## src/rtl/lrc_pkg.sv

```systemverilog
package lrc_pkg;

  localparam int REG_W      = 32;
  localparam int BIT_STATUS = 31;
  localparam int BIT_QUIES  = 30;
  localparam int CTL_W      = 4;

  typedef enum logic [1:0] {
    SEV_CORR     = 2'd0,
    SEV_NONFATAL = 2'd1,
    SEV_FATAL    = 2'd2
  } sev_e;

  // control field occupies bits CTL_W-1:0 of the register
  typedef struct packed {
    logic inten;
    logic drop;
    logic sevov;
    logic en;
  } ctl_t;

  function automatic sev_e pick_sev(input logic any_fatal, input logic override);
    if (override)       return SEV_CORR;
    else if (any_fatal) return SEV_FATAL;
    else                return SEV_NONFATAL;
  endfunction

  function automatic logic [REG_W-1:0] pack_reg(input logic st, input logic qs, input ctl_t c);
    logic [REG_W-1:0] r;
    r               = '0;
    r[BIT_STATUS]   = st;
    r[BIT_QUIES]    = qs;
    r[CTL_W-1:0]    = c;
    return r;
  endfunction

  function automatic logic both_idle(input logic [31:0] a, input logic [31:0] b);
    return (a == 32'd0) && (b == 32'd0);
  endfunction

endpackage

```

## src/rtl/lrc_err_detect.sv

```systemverilog
module lrc_err_detect #(
  parameter int N_ERR = 8
) (
  input  logic [N_ERR-1:0] err_status,
  input  logic [N_ERR-1:0] err_mask,
  input  logic [N_ERR-1:0] err_fatal,
  output logic             err_hit,
  output logic             any_fatal
);
  logic [N_ERR-1:0] qual;
  logic [N_ERR-1:0] qual_fatal;

  for (genvar i = 0; i < N_ERR; i++) begin : g_src
    assign qual[i]       = err_status[i] & ~err_mask[i];
    assign qual_fatal[i] = qual[i] & err_fatal[i];
  end

  assign err_hit   = |qual;
  assign any_fatal = |qual_fatal;
endmodule

```

## src/rtl/lrc_cfg_reg.sv

```systemverilog
module lrc_cfg_reg
  import lrc_pkg::*;
(
  input  logic             clk,
  input  logic             por_n,
  input  logic             wr_en,
  input  logic             wr_clr,
  input  logic [CTL_W-1:0] wr_ctl,
  input  logic             err_hit,
  output ctl_t             ctl_q,
  output logic             status_q,
  output logic             status_d,
  output logic             set_evt,
  output logic             clr_evt
);
  logic clr_req;

  // entry uses the enable as it stood before any write in this cycle
  assign clr_req  = wr_en & wr_clr;
  assign set_evt  = ctl_q.en & err_hit & ~status_q;
  assign clr_evt  = clr_req & status_q & ~err_hit;
  assign status_d = set_evt | (status_q & ~clr_evt);

  always_ff @(posedge clk or negedge por_n) begin
    if (!por_n) begin
      ctl_q    <= '0;
      status_q <= 1'b0;
    end else begin
      if (wr_en) ctl_q <= ctl_t'(wr_ctl);
      status_q <= status_d;
    end
  end
endmodule

```

## src/rtl/lrc_quiesce.sv

```systemverilog
module lrc_quiesce
  import lrc_pkg::*;
#(
  parameter int PEND_W = 8
) (
  input  logic              clk,
  input  logic              por_n,
  input  logic              status_d,
  input  logic [PEND_W-1:0] in_pending,
  input  logic [PEND_W-1:0] out_pending,
  output logic              quiesced_q
);
  logic idle;

  assign idle = both_idle(32'(in_pending), 32'(out_pending));

  always_ff @(posedge clk or negedge por_n) begin
    if (!por_n) quiesced_q <= 1'b0;
    else        quiesced_q <= status_d & idle;
  end
endmodule

```

## src/rtl/lrc_pulse_gen.sv

```systemverilog
module lrc_pulse_gen
  import lrc_pkg::*;
(
  input  logic       clk,
  input  logic       rst_n,
  input  logic       set_evt,
  input  logic       clr_evt,
  input  logic       inten,
  input  logic       sevov,
  input  logic       any_fatal,
  input  logic       status_q,
  input  logic       link_up_i,
  output logic       irq_o,
  output logic       sev_valid_o,
  output logic [1:0] sev_o,
  output logic       retrain_o,
  output logic       surprise_o
);
  logic link_up_q;
  sev_e sev_q;

  always_ff @(posedge clk or negedge rst_n) begin
    if (!rst_n) begin
      irq_o       <= 1'b0;
      sev_valid_o <= 1'b0;
      sev_q       <= SEV_CORR;
      retrain_o   <= 1'b0;
      link_up_q   <= 1'b0;
    end else begin
      irq_o       <= set_evt & inten;
      sev_valid_o <= set_evt;
      if (set_evt) sev_q <= pick_sev(any_fatal, sevov);
      retrain_o   <= clr_evt;
      link_up_q   <= link_up_i;
    end
  end

  assign sev_o      = sev_q;
  // a fall while recovery holds the link disabled is expected, not a surprise
  assign surprise_o = link_up_q & ~link_up_i & ~status_q;
endmodule

```

## src/rtl/link_recovery_ctrl.sv

```systemverilog
module link_recovery_ctrl
  import lrc_pkg::*;
#(
  parameter int N_ERR  = 8,
  parameter int PEND_W = 8
) (
  input  logic              clk,
  input  logic              por_n,
  input  logic              warm_rst_n,
  input  logic              cfg_wr_en,
  input  logic [31:0]       cfg_wdata,
  output logic [31:0]       cfg_rdata,
  input  logic [N_ERR-1:0]  err_status,
  input  logic [N_ERR-1:0]  err_mask,
  input  logic [N_ERR-1:0]  err_fatal,
  input  logic [PEND_W-1:0] in_pending,
  input  logic [PEND_W-1:0] out_pending,
  input  logic              link_up_i,
  output logic              link_disable_o,
  output logic              link_retrain_o,
  output logic              out_abort_o,
  output logic              in_block_o,
  output logic              txn_drop_o,
  output logic              irq_o,
  output logic              sev_valid_o,
  output logic [1:0]        sev_o,
  output logic              surprise_down_o
);
  // named internal events, visible to the bound checker
  logic err_hit;
  logic any_fatal;
  ctl_t ctl_q;
  logic status_q;
  logic status_d;
  logic set_evt;
  logic clr_evt;
  logic quiesced_q;
  logic rst_any_n;
  logic unused_wbits;

  assign rst_any_n    = por_n & warm_rst_n;
  assign unused_wbits = ^cfg_wdata[30:CTL_W];

  lrc_err_detect #(.N_ERR(N_ERR)) u_det (
    .err_status (err_status),
    .err_mask   (err_mask),
    .err_fatal  (err_fatal),
    .err_hit    (err_hit),
    .any_fatal  (any_fatal)
  );

  lrc_cfg_reg u_reg (
    .clk      (clk),
    .por_n    (por_n),
    .wr_en    (cfg_wr_en),
    .wr_clr   (cfg_wdata[BIT_STATUS]),
    .wr_ctl   (cfg_wdata[CTL_W-1:0]),
    .err_hit  (err_hit),
    .ctl_q    (ctl_q),
    .status_q (status_q),
    .status_d (status_d),
    .set_evt  (set_evt),
    .clr_evt  (clr_evt)
  );

  lrc_quiesce #(.PEND_W(PEND_W)) u_qsc (
    .clk         (clk),
    .por_n       (por_n),
    .status_d    (status_d),
    .in_pending  (in_pending),
    .out_pending (out_pending),
    .quiesced_q  (quiesced_q)
  );

  lrc_pulse_gen u_pls (
    .clk         (clk),
    .rst_n       (rst_any_n),
    .set_evt     (set_evt),
    .clr_evt     (clr_evt),
    .inten       (ctl_q.inten),
    .sevov       (ctl_q.sevov),
    .any_fatal   (any_fatal),
    .status_q    (status_q),
    .link_up_i   (link_up_i),
    .irq_o       (irq_o),
    .sev_valid_o (sev_valid_o),
    .sev_o       (sev_o),
    .retrain_o   (link_retrain_o),
    .surprise_o  (surprise_down_o)
  );

  assign cfg_rdata      = pack_reg(status_q, quiesced_q, ctl_q);
  assign link_disable_o = status_q;
  assign out_abort_o    = status_q;
  assign in_block_o     = status_q;
  assign txn_drop_o     = status_q & ctl_q.drop;
endmodule

```

## config.mk

```make
export PLATFORM = sky130hd
export DESIGN_NAME = link_recovery_ctrl
export DESIGN_NICKNAME = d
export VERILOG_FILES = /design/src/rtl/lrc_pkg.sv /design/src/rtl/lrc_err_detect.sv /design/src/rtl/lrc_cfg_reg.sv /design/src/rtl/lrc_quiesce.sv /design/src/rtl/lrc_pulse_gen.sv /design/src/rtl/link_recovery_ctrl.sv
export SDC_FILE = /design/constraint.sdc
export NUM_CORES = 1
export LEC_CHECK = 0
export BUFFER_PORTS_ARGS = -buffer_cell sky130_fd_sc_hd__buf_2
export CAP_MARGIN = 20
export CELL_PAD_IN_SITES_DETAIL_PLACEMENT = 1
export CELL_PAD_IN_SITES_GLOBAL_PLACEMENT = 2
export CORE_MARGIN = 10
export CORE_UTILIZATION = 13
export CTS_BUF_LIST = sky130_fd_sc_hd__clkbuf_4 sky130_fd_sc_hd__clkbuf_8
export DETAILED_ROUTE_END_ITERATION = 16
export PLACE_DENSITY = 0.88
export SETUP_SLACK_MARGIN = 0.15
export SKIP_CTS_REPAIR_TIMING = 1
export SLEW_MARGIN = 20
export SYNTH_ARGS = -nofsm -noshare
export SYNTH_HDL_FRONTEND = slang
export SYNTH_HIERARCHICAL = 1
export SYNTH_SLANG_ARGS = --single-unit
```

## constraint.sdc

```tcl
create_clock -name clk -period 1.1 [get_ports clk]
set_input_delay 0.22 -clock clk [delete_from_list [all_inputs] [get_ports clk]]
set_output_delay 0.22 -clock clk [all_outputs]
set_load 0.005 [all_outputs]
```

==> flow_summary.json <==
{
  "violations": "negative hold slack, negative setup slack",
  "routed_wl_um": 3150,
  "antenna_left": 0,
  "vdd_drop_max_v": 0.000269,
  "fin_cells": 242,
  "vias": 828,
  "dieArea_um2": 10300,
  "drt-pass1-iter-count": 2,
  "clk_path_buf_depth": 2,
  "rsz0062_at_grt": "true",
  "diodes": 0,
  "powerDensity_nw_per_um2": 916,
  "fin_skew_ps": 0.666,
  "io_buffers": 65,
  "setup_slack_ps": -248,
  "grt_start_max_net_pins": 9,
  "layout_common_cells": "buf_2, conb_1, buf_6, dfrtp_1, buf_4",
  "yosysWarningCount": 6,
  "hold_class": "input port to async pin",
  "multi_input_area_um2": 513,
  "synth_edf_count": 0,
  "report.final.slew_viol_count": 0,
  "place.detailed.instances": 231,
  "drtIter0Drc": 4,
  "cts_tree": "done",
  "cp-start-kind": "input port",
  "synth_top_area_cell": "dfrtp_1",
  "synth.top_cell.area_share_pct": 34.7,
  "hold_viol": 6,
  "cp_max_fo": 2,
  "async_flop_share_pct": 100,
  "fmax_ghz": 0.742,
  "drc": 0,
  "initial_core_util_pct": 13.5,
  "leakagePower_nw": 0.780,
  "cap_violations": 0,
  "yosysUniqueCellTypes": 26,
  "final_common_cell": "buf_2",
  "antenna_found_initial": 0,
  "finalCritPeriodShare_pct": 123,
  "clkTransAtPathRegs_ps": 50,
  "cp.arrival_ps": 1480,
  "crit_type": "input port to flop",
  "dp_hpwl_um": 2730,
  "fin_hold_ws_ps": -32.9,
  "worstPathRequired_ps": 1230,
  "grt_overflow_total": 0,
  "ys.flop_type": "dfrtp_1",
  "ios": 119,
  "die_y_um": 102,
  "cts.sinks": 12,
  "fin_crit_ps": 1350,
  "cts_buffers": 3,
  "clkLatencyLatePin_ps": 240,
  "via_per_inst": 3.42,
  "nets": 244,
  "grt_pass1_wl_um": 4190,
  "crit_start": "err_status[5]",
  "synth.area.top_cells": "dfrtp_1, buf_4, mux2_2, nor4_2, and3b_1",
  "worstRegToRegCells": 4,
  "synth_seq_area_share_pct": 34.7,
  "rows": 29,
  "syn_avg_cell_area_um2": 9.95,
  "htreeDepth": 1,
  "ff_latch_area_um2": 300,
  "fp.coreArea_um2": 6420,
  "endpoint_kind": "flop",
  "grt_usage_pct": 4.97,
  "cts-root-buf": "clkbuf_8",
  "gp_congestion": 0.748,
  "drive_gt1_share_pct": 63.6,
  "setup_viol": 10,
  "syn_inst": 87,
  "fillCellCount": 757,
  "synth-seq-cells": 12,
  "wire_per_inst_um": 13.0,
  "areaGrowthSynthToFinish_pct": 69.9,
  "die_w_um": 102,
  "grt_pass1_vias": 919,
  "syn_area_um2": 866,
  "status": "finished with violations",
  "crit-reg2reg-launch": "u_reg/status_q$_DFF_PN0_",
  "place_worst_setup_slack_ps": -609
}
[flip-flops by register name (all words and copies together) (netlist names)]
signal,flops
u_pls/irq_o,1
u_pls/link_up_q,1
u_pls/retrain_o,1
u_pls/sev_o,2
u_pls/sev_valid_o,1
u_qsc/quiesced_q,1
u_reg/ctl_q,4
u_reg/status_q,1
[critical path, stage by stage]
cell and delay [ps]:
buf_6 90, nor2b_4 120, a2111oi_4 340, nand3_2 150
o21ai_2 80, a21bo_1 220, nor4b_4 130, nand4_1 100
nor4_2 40
[layout make-up]
class,count,area share (%)
Tap cell,77,6.55
Sequential cell,12,20.4
Clock buffer,3,2.81
Timing Repair Buffer,80,34.4
Inverter,4,1.02
Multi-Input combinational cell,66,34.9
[cells in the mapped netlist (2+ instances only)]
| cell type | number |
|---|---|
| dfrtp_1 | 12 |
| buf_4 | 30 |
| nor2b_1 | 4 |
| and3b_1 | 3 |
| nand2_1 | 3 |
| nor4_2 | 3 |
| nor2_1 | 3 |
| nand3_1 | 2 |
| a21oi_1 | 2 |
| inv_1 | 4 |
| mux2_2 | 4 |
| a22oi_1 | 2 |
| and2_1 | 2 |
[through the flow]
step	instance area (um2)	util, %	setup TNS (ps)	power [mW]	hold slack [ps]
2_1_floorplan	978	-	-1090	0.714	-75.6
3_3_place_gp	1230	19.1	-2980	0.825	64.1
3_5_place_dp	1230	19.1	-3100	0.834	61.3
4_1_cts	1270	19.8	-2020	1.24	-195
5_1_grt	1470	22.9	-2120	1.43	4.31
6_report	1470	22.9	-1520	1.35	-32.9
[routing by layer]
layer	global-route usage [%]	part of all wire (%)
met4	0.990	0.54
met2	9.05	52
met1	4.98	35
met5	0	0
met3	2.52	12
[power by group]
| part | total [mW] | switching (mW) | leakage (nW) | internal (mW) |
|---|---|---|---|---|
| registers | 0.507 | 0.0235 | 0.149 | 0.484 |
| logic | 0.440 | 0.181 | 0.609 | 0.259 |
| clock network | 0.401 | 0.159 | 0.0216 | 0.241 |
[worst paths after layout]
kind                                                   end  slack (ps)
min in group clk                 u_pls/link_up_q$_DFF_PN0_         120
worst min-delay path             u_pls/retrain_o$_DFF_PN0_         -30
worst min register to register  u_reg/ctl_q[2]$_DFFE_PN0P_         530
worst max register to register  u_pls/sev_o[0]$_DFFE_PN0P_        -150
max in group asynchronous       u_pls/sev_o[0]$_DFFE_PN0P_         400
worst max-delay path            u_qsc/quiesced_q$_DFF_PN0_        -250
[kinds of logic after synthesis]
family / count (synthesis) / share of synthesized area (%)
muxes: 5 / 6.94
AOI/OAI and AO/OA: 9 / 8.09
other: 1 / 0.433
and+or+nand+nor: 26 / 22.1
DFF: 12 / 34.7
buffers and inverters: 34 / 27.7
(Power assumes the default switching activity.)
